### config.mk
export PLATFORM = sky130hd
export DESIGN_NAME = ixb_bridge
export DESIGN_NICKNAME = d
export VERILOG_FILES = /design/src/rtl/ixb_pkg.sv /design/src/rtl/ixb_rst_sync.sv /design/src/rtl/ixb_seq.sv /design/src/rtl/ixb_regs.sv /design/src/rtl/ixb_bridge.sv
export SDC_FILE = /design/constraint.sdc
export NUM_CORES = 1
export LEC_CHECK = 0
export CAP_MARGIN = 20
export CORE_MARGIN = 2
export CORE_UTILIZATION = 30
export DETAILED_ROUTE_END_ITERATION = 16
export DONT_BUFFER_PORTS = 1
export GPL_ROUTABILITY_DRIVEN = 1
export SLEW_MARGIN = 20
export SYNTH_ARGS = -nofsm -noshare
export SYNTH_HDL_FRONTEND = slang
export SYNTH_SLANG_ARGS = --single-unit
### constraint.sdc
create_clock -name clk -period 9.7 [get_ports clk]
set_clock_uncertainty 0.05 [all_clocks]
set_input_delay 1.455 -clock clk [delete_from_list [all_inputs] [get_ports clk]]
set_output_delay 1.455 -clock clk [all_outputs]
set_load 0.03 [all_outputs]
### src/rtl/ixb_pkg.sv
package ixb_pkg;
  typedef enum logic [1:0] {
    ST_IDLE = 2'd0,
    ST_BUSY = 2'd1,
    ST_ERR  = 2'd2
  } ixb_st_e;

  typedef enum logic [1:0] {
    REG_CTL = 2'd0,
    REG_ADR = 2'd1,
    REG_DAT = 2'd2,
    REG_TMO = 2'd3
  } ixb_reg_e;

  localparam int CTL_RD_BIT   = 0;
  localparam int CTL_WR_BIT   = 1;
  localparam int CTL_MASK_LSB = 4;
  localparam int CTL_ST_LSB   = 12;
  localparam int CTL_GO_BIT   = 31;
endpackage

### src/rtl/ixb_rst_sync.sv
module ixb_rst_sync #(
  parameter int STAGES = 2
) (
  input  logic clk,
  input  logic rst_n_a,
  output logic rst_n_s
);
  logic [STAGES-1:0] chain_q;

  always_ff @(posedge clk or negedge rst_n_a) begin
    if (!rst_n_a) chain_q <= '0;
    else          chain_q <= {chain_q[STAGES-2:0], 1'b1};
  end

  assign rst_n_s = chain_q[STAGES-1];
endmodule

### src/rtl/ixb_seq.sv
module ixb_seq
  import ixb_pkg::*;
#(
  parameter int            AW         = 32,
  parameter int            TW         = 16,
  parameter logic [AW-1:0] ADDR_BASE  = '0,
  parameter logic [AW-1:0] ADDR_LIMIT = '1
) (
  input  logic          clk,
  input  logic          rst_n,
  input  logic          ctl_we,
  input  logic          go_bit,
  input  logic          rd_bit,
  input  logic          wr_bit,
  input  logic [3:0]    mask_in,
  input  logic [AW-1:0] cur_addr,
  input  logic [TW-1:0] tmo,
  input  logic          x_ack,
  output ixb_st_e       st,
  output logic          rd_done,
  output logic [3:0]    mask,
  output logic          x_req,
  output logic          x_we,
  output logic [3:0]    x_strb
);
  localparam int CW = TW + 1;

  ixb_st_e       st_q, st_d;
  logic          req_q, req_d;
  logic          we_q, we_d;
  logic [3:0]    mask_q, mask_d;
  logic [TW-1:0] cnt_q, cnt_d;
  logic          go_ok, in_rng, upd, limit_hit;

  assign go_ok     = ctl_we && go_bit && (rd_bit ^ wr_bit) && (st_q != ST_BUSY);
  assign in_rng    = (cur_addr >= ADDR_BASE) && (cur_addr <= ADDR_LIMIT);
  assign limit_hit = (CW'(cnt_q) + CW'(1)) >= CW'(tmo);
  assign upd       = go_ok || (st_q == ST_BUSY);

  always_comb begin
    st_d   = st_q;
    req_d  = req_q;
    we_d   = we_q;
    mask_d = mask_q;
    cnt_d  = cnt_q;
    if (go_ok) begin
      mask_d = mask_in;
      we_d   = wr_bit;
      cnt_d  = '0;
      if (in_rng) begin
        st_d  = ST_BUSY;
        req_d = 1'b1;
      end else begin
        st_d  = ST_ERR;
        req_d = 1'b0;
      end
    end else if (st_q == ST_BUSY) begin
      if (x_ack) begin
        st_d  = ST_IDLE;
        req_d = 1'b0;
      end else if (limit_hit) begin
        st_d  = ST_ERR;
        req_d = 1'b0;
      end else begin
        cnt_d = cnt_q + TW'(1);
      end
    end
  end

  always_ff @(posedge clk or negedge rst_n) begin
    if (!rst_n) begin
      st_q   <= ST_IDLE;
      req_q  <= 1'b0;
      we_q   <= 1'b0;
      mask_q <= '0;
      cnt_q  <= '0;
    end else if (upd) begin
      st_q   <= st_d;
      req_q  <= req_d;
      we_q   <= we_d;
      mask_q <= mask_d;
      cnt_q  <= cnt_d;
    end
  end

  assign st      = st_q;
  assign mask    = mask_q;
  assign x_req   = req_q;
  assign x_we    = we_q;
  assign x_strb  = we_q ? mask_q : 4'h0;
  assign rd_done = (st_q == ST_BUSY) && x_ack && !we_q;
endmodule

### src/rtl/ixb_regs.sv
module ixb_regs
  import ixb_pkg::*;
#(
  parameter int            AW      = 32,
  parameter int            TW      = 16,
  parameter logic [TW-1:0] TMO_RST = TW'(12'hFFF)
) (
  input  logic          clk,
  input  logic          rst_n,
  input  logic          wr_en,
  input  ixb_reg_e      idx,
  input  logic [31:0]   wdata,
  input  logic          rd_done,
  input  logic [31:0]   x_rdata,
  input  ixb_st_e       st,
  input  logic [3:0]    mask,
  output logic [31:0]   rdata,
  output logic [AW-1:0] addr_q,
  output logic [31:0]   data_q,
  output logic [TW-1:0] tmo_q
);
  logic          adr_en, dat_en, tmo_en;
  logic [31:0]   dat_d;
  logic [31:0]   ctl_word;

  assign adr_en = wr_en && (idx == REG_ADR);
  assign tmo_en = wr_en && (idx == REG_TMO);
  assign dat_en = (wr_en && (idx == REG_DAT)) || rd_done;
  assign dat_d  = rd_done ? x_rdata : wdata;

  always_ff @(posedge clk or negedge rst_n) begin
    if (!rst_n) begin
      addr_q <= '0;
      data_q <= '0;
      tmo_q  <= TMO_RST;
    end else begin
      if (adr_en) addr_q <= wdata[AW-1:0];
      if (dat_en) data_q <= dat_d;
      if (tmo_en) tmo_q  <= wdata[TW-1:0];
    end
  end

  always_comb begin
    ctl_word = '0;
    ctl_word[CTL_ST_LSB +: 2]   = st;
    ctl_word[CTL_MASK_LSB +: 4] = mask;
  end

  always_comb begin
    unique case (idx)
      REG_CTL: rdata = ctl_word;
      REG_ADR: rdata = 32'(addr_q);
      REG_DAT: rdata = data_q;
      default: rdata = 32'(tmo_q);
    endcase
  end
endmodule

### src/rtl/ixb_bridge.sv
module ixb_bridge
  import ixb_pkg::*;
#(
  parameter int            AW         = 32,
  parameter int            TW         = 16,
  parameter logic [TW-1:0] TMO_RST    = TW'(12'hFFF),
  parameter logic [AW-1:0] ADDR_BASE  = AW'(32'h0000_1000),
  parameter logic [AW-1:0] ADDR_LIMIT = AW'(32'h0000_FFFF)
) (
  input  logic          clk,
  input  logic          rst_n,
  input  logic          h_sel,
  input  logic          h_wr,
  input  logic [1:0]    h_idx,
  input  logic [31:0]   h_wdata,
  output logic [31:0]   h_rdata,
  output logic          x_req,
  output logic          x_we,
  output logic [AW-1:0] x_addr,
  output logic [31:0]   x_wdata,
  output logic [3:0]    x_strb,
  input  logic          x_ack,
  input  logic [31:0]   x_rdata
);
  logic          rst_s;
  ixb_st_e       st;
  ixb_reg_e      idx;
  logic          wr_any, ctl_we, reg_we, rd_done;
  logic [3:0]    mask;
  logic [AW-1:0] addr_q;
  logic [31:0]   data_q;
  logic [TW-1:0] tmo_q;

  assign idx    = ixb_reg_e'(h_idx);
  assign wr_any = h_sel && h_wr;
  assign ctl_we = wr_any && (idx == REG_CTL);
  assign reg_we = wr_any && (st != ST_BUSY);

  ixb_rst_sync #(.STAGES(2)) u_rst (
    .clk     (clk),
    .rst_n_a (rst_n),
    .rst_n_s (rst_s)
  );

  ixb_seq #(
    .AW(AW), .TW(TW), .ADDR_BASE(ADDR_BASE), .ADDR_LIMIT(ADDR_LIMIT)
  ) u_seq (
    .clk      (clk),
    .rst_n    (rst_s),
    .ctl_we   (ctl_we),
    .go_bit   (h_wdata[CTL_GO_BIT]),
    .rd_bit   (h_wdata[CTL_RD_BIT]),
    .wr_bit   (h_wdata[CTL_WR_BIT]),
    .mask_in  (h_wdata[CTL_MASK_LSB +: 4]),
    .cur_addr (addr_q),
    .tmo      (tmo_q),
    .x_ack    (x_ack),
    .st       (st),
    .rd_done  (rd_done),
    .mask     (mask),
    .x_req    (x_req),
    .x_we     (x_we),
    .x_strb   (x_strb)
  );

  ixb_regs #(.AW(AW), .TW(TW), .TMO_RST(TMO_RST)) u_regs (
    .clk     (clk),
    .rst_n   (rst_s),
    .wr_en   (reg_we),
    .idx     (idx),
    .wdata   (h_wdata),
    .rd_done (rd_done),
    .x_rdata (x_rdata),
    .st      (st),
    .mask    (mask),
    .rdata   (h_rdata),
    .addr_q  (addr_q),
    .data_q  (data_q),
    .tmo_q   (tmo_q)
  );

  assign x_addr  = addr_q;
  assign x_wdata = data_q;
endmodule

==> impl_metrics.tcl <==
set metrics [dict create \
    cts.reportedPaths.clkPinSlew_ns 0.08 \
    fp.dieH_um 140.3 \
    core_area_mm2 0.01809 \
    tritoncts "built" \
    synth_top_family_by_area "multiplexers" \
    tightest_slew_ns 0.9206 \
    synth_area_per_cell_um2 10.64 \
    end_kind "output port" \
    clock_latency_ns 0.36 \
    rows 49 \
    rrSetupSlack_ns 6.29 \
    cp.arrival_ns 2.57 \
    io_pins 173 \
    yosysMostFrequentCell "dfrtp_1" \
    outcome "complete, no violations" \
    synthCells 524 \
    slowest_delay_ns 0.66 \
    post_cts_resize_count 0 \
    root_buffer "clkbuf_16" \
    fmax_ghz 0.2455 \
    synth_compound_area_share_pct 12.03 \
    grt_pass1_wl_mm 23.68 \
    cts_buffers 9 \
    met2_usage_pct 27.06 \
    wl_per_cell_um 20.08 \
    num_vias 4112 \
    rr_endpoint "u_seq.cnt_q[9]" \
    p_clk_share_pct 30.0 \
    yosysWarningCount 0 \
    first_pass_iters 4 \
    clock-sinks 105 \
    maxCapViolations 0 \
    yosys.area.top_type "dfrtp_1" \
    synthTopCellsByCount "93 x dfrtp_1, 42 x nand2_1, 40 x a21oi_1, 39 x nor2_1, 37 x mux2_1" \
    synth_top_area_share_pct 41.76 \
    dieArea_mm2 0.01968 \
    fillers 1778 \
    power_frac_comb_pct 16.6 \
    hold_class "flop to async pin" \
    fin_setup_tns_ns 0 \
    ir_drop_mv 0.1121 \
    ys_ff_latch 105 \
    synth_top_flop_cell "dfrtp_1" \
    drt_wl_total_mm 14.94 \
    ys_async_sr_fraction_pct 100.0 \
    path_cells "nor2b_2 -> a22o_1" \
    ant_nets 0 \
    drtIter0Drc 169 \
    final_nets 598 \
    pwr-share-seq_pct 53.5 \
    synth-simple-area-share_pct 13.70 \
    min_period_ns 4.074 \
    htreeDepth 3 \
    synth_area_leaders "dfrtp_1 42%, mux2_1 7.5%, mux2i_1 5.7%, dfstp_2 5.7%, a22o_1 4.1%" \
    critPathTopFamily "simple AND/OR/NAND/NOR gates" \
    start_util_pct 30.81 \
    maxSlewHeadroom_pct 38.62 \
    drc 0 \
    grt_overflow 0 \
    viasPerCell 5.527 \
    critPathSlowestCell "nor2b_2" \
    ctsHoldBuffers 0 \
    synth_edf_count 0 \
    switchingPower_mw 0.5376 \
    report.final.hold_viol_count 0 \
    place_congestion 0.8570 \
    setup_violations 0 \
    finalMaxSlewViolations 0 \
    met3_usage_pct 2.496 \
    p_per_area_mw_per_mm2 225.0 \
    switching_share_pct 38.89 \
    area_delta_synth_final_pct 10.22 \
    fin_ws_ns 5.626 \
    r2r_cells 12 \
    clock_path_buffers 2 \
    fin_crit_sh_pct 42.00 \
    crit_buf_inv 0 \
    grt_pass1_vias 4211 \
    crit_fanout 21 \
    synth_seq_area_share_pct 47.42 \
    busiest_layer "met2" \
    required_ns 8.20 \
    post-cts-setup-buffers 0 \
    n_antenna_cell 0 \
    critical_path_class "input pin to output port" \
    drive_above_1_share_pct 11.84 \
    yosys-mux-area-fraction_pct 17.87 \
    timing.rr.start "u_seq.cnt_q[0]" \
    internal-power_mw 0.8446 \
    synth.distinct_cells 46 \
    rsz0062_at_grt "no" \
    globalRouteMet1Util_pct 18.18 \
    synth_nets 612 \
    synthXorXnorAreaFrac_pct 1.572 \
    track_usage_pct 15.32 \
    syn_area_mm2 0.005573 \
    hpwl_mm 10.66 \
    leakagePower_nw 2.579 \
    grt_max_degree 72 \
    port_buffers 0 \
    die_x_um 140.3 \
    yosys.area_share.adder_pct 3.817 \
    worstSetupStartpointType "input pin" \
    antenna_found_initial 0 \
    place_ws_ns 5.279 \
]
-- how the worst max path moves through the flow --
stage,from,end,slack [ns],depth (start not counted)
6_report,h_idx[1],h_rdata[18],5.63,2
5_1_grt,h_idx[1],h_rdata[18],5.56,2
4_1_cts,h_idx[0],h_rdata[14],5.28,2
3_5_place_dp,h_idx[0],h_rdata[11],5.28,2
3_3_place_gp,h_idx[1],h_rdata[18],5.32,2
2_1_floorplan,h_idx[0],h_rdata[0],5.49,5
-- per-layer routing --
| metal | vias to the layer above | wire length (um) |
|---|---|---|
| li1 | 1857 | - |
| met1 | 2102 | 6118 |
| met2 | 123 | 7706 |
| met3 | 30 | 645 |
| met4 | 0 | 465 |
| met5 | - | 0 |
-- power groups by stage --
stage | clock [mW] | combinational, mW | sequential, mW
after global routing | 0.441 | 0.253 | 0.748
after global placement | 0 | 0.223 | 0.743
final | 0.414 | 0.229 | 0.739
after CTS | 0.422 | 0.231 | 0.738
after detailed placement | 0 | 0.230 | 0.747
after floorplan | 0 | 0.196 | 0.714
-- cells in the final DEF (no fill, tap or decap), types with 7 or more instances in the layout --
master     instances
a21oi_1           40
a22o_1            26
clkbuf_16          9
dfrtp_1           92
dfstp_2           12
ha_1              17
inv_1             19
mux2_1            37
mux2_2            11
mux2i_1           32
nand2_1           42
nand2b_1          12
nand3_1           19
nand4_1            7
nor2_1            38
nor4_1            10
o21ai_0           19
-- logic make-up (layout without fill, tap and decap cells) --
kind of cell	after synthesis	after routing
simple gates	154	154
fa+ha+maj	17	17
compound gates	103	103
mux	86	86
xor+xnor	10	10
other cells	1	1
flops	105	105
buf+inv	48	39
-- flip-flops by register name (all words and copies together), names as in the netlist --
| register | cells |
|---|---|
| u_seq.cnt_q | 16 |
| u_seq.st | 2 |
| u_regs.addr_q | 32 |
| u_regs.data_q | 32 |
| u_seq.mask | 4 |
| u_rst.chain_q | 2 |
| u_seq.x_we | 1 |
| u_regs.tmo_q | 16 |
-- stage by stage --
| stage | hold WS, ns | power (mW) | util [%] | instances | cell area [um^2] |
|---|---|---|---|---|---|
| after floorplan | 0.2812 | 0.9101 | - | 524 | 5573 |
| after global placement | 0.2289 | 0.9661 | 31.99 | 728 | 5786 |
| after detailed placement | 0.2400 | 0.9771 | 32.00 | 728 | 5788 |
| after CTS | 0.2496 | 1.391 | 33.85 | 744 | 6122 |
| after global routing | 0.2730 | 1.442 | 33.96 | 744 | 6142 |
| final | 0.2266 | 1.382 | 33.96 | 744 | 6142 |
-- area by class of cell --
type / instances / area, um^2 / area share, %
Clock buffer: 9 / 225.2 / 3.667
Multi-Input combinational cell: 371 / 2774 / 45.16
Clock inverter: 7 / 108.9 / 1.772
Tap cell: 229 / 286.5 / 4.665
Sequential cell: 105 / 2646 / 43.08
Timing Repair Buffer: 4 / 30.03 / 0.4889
Inverter: 19 / 71.32 / 1.161
(Power assumes the default switching activity.)
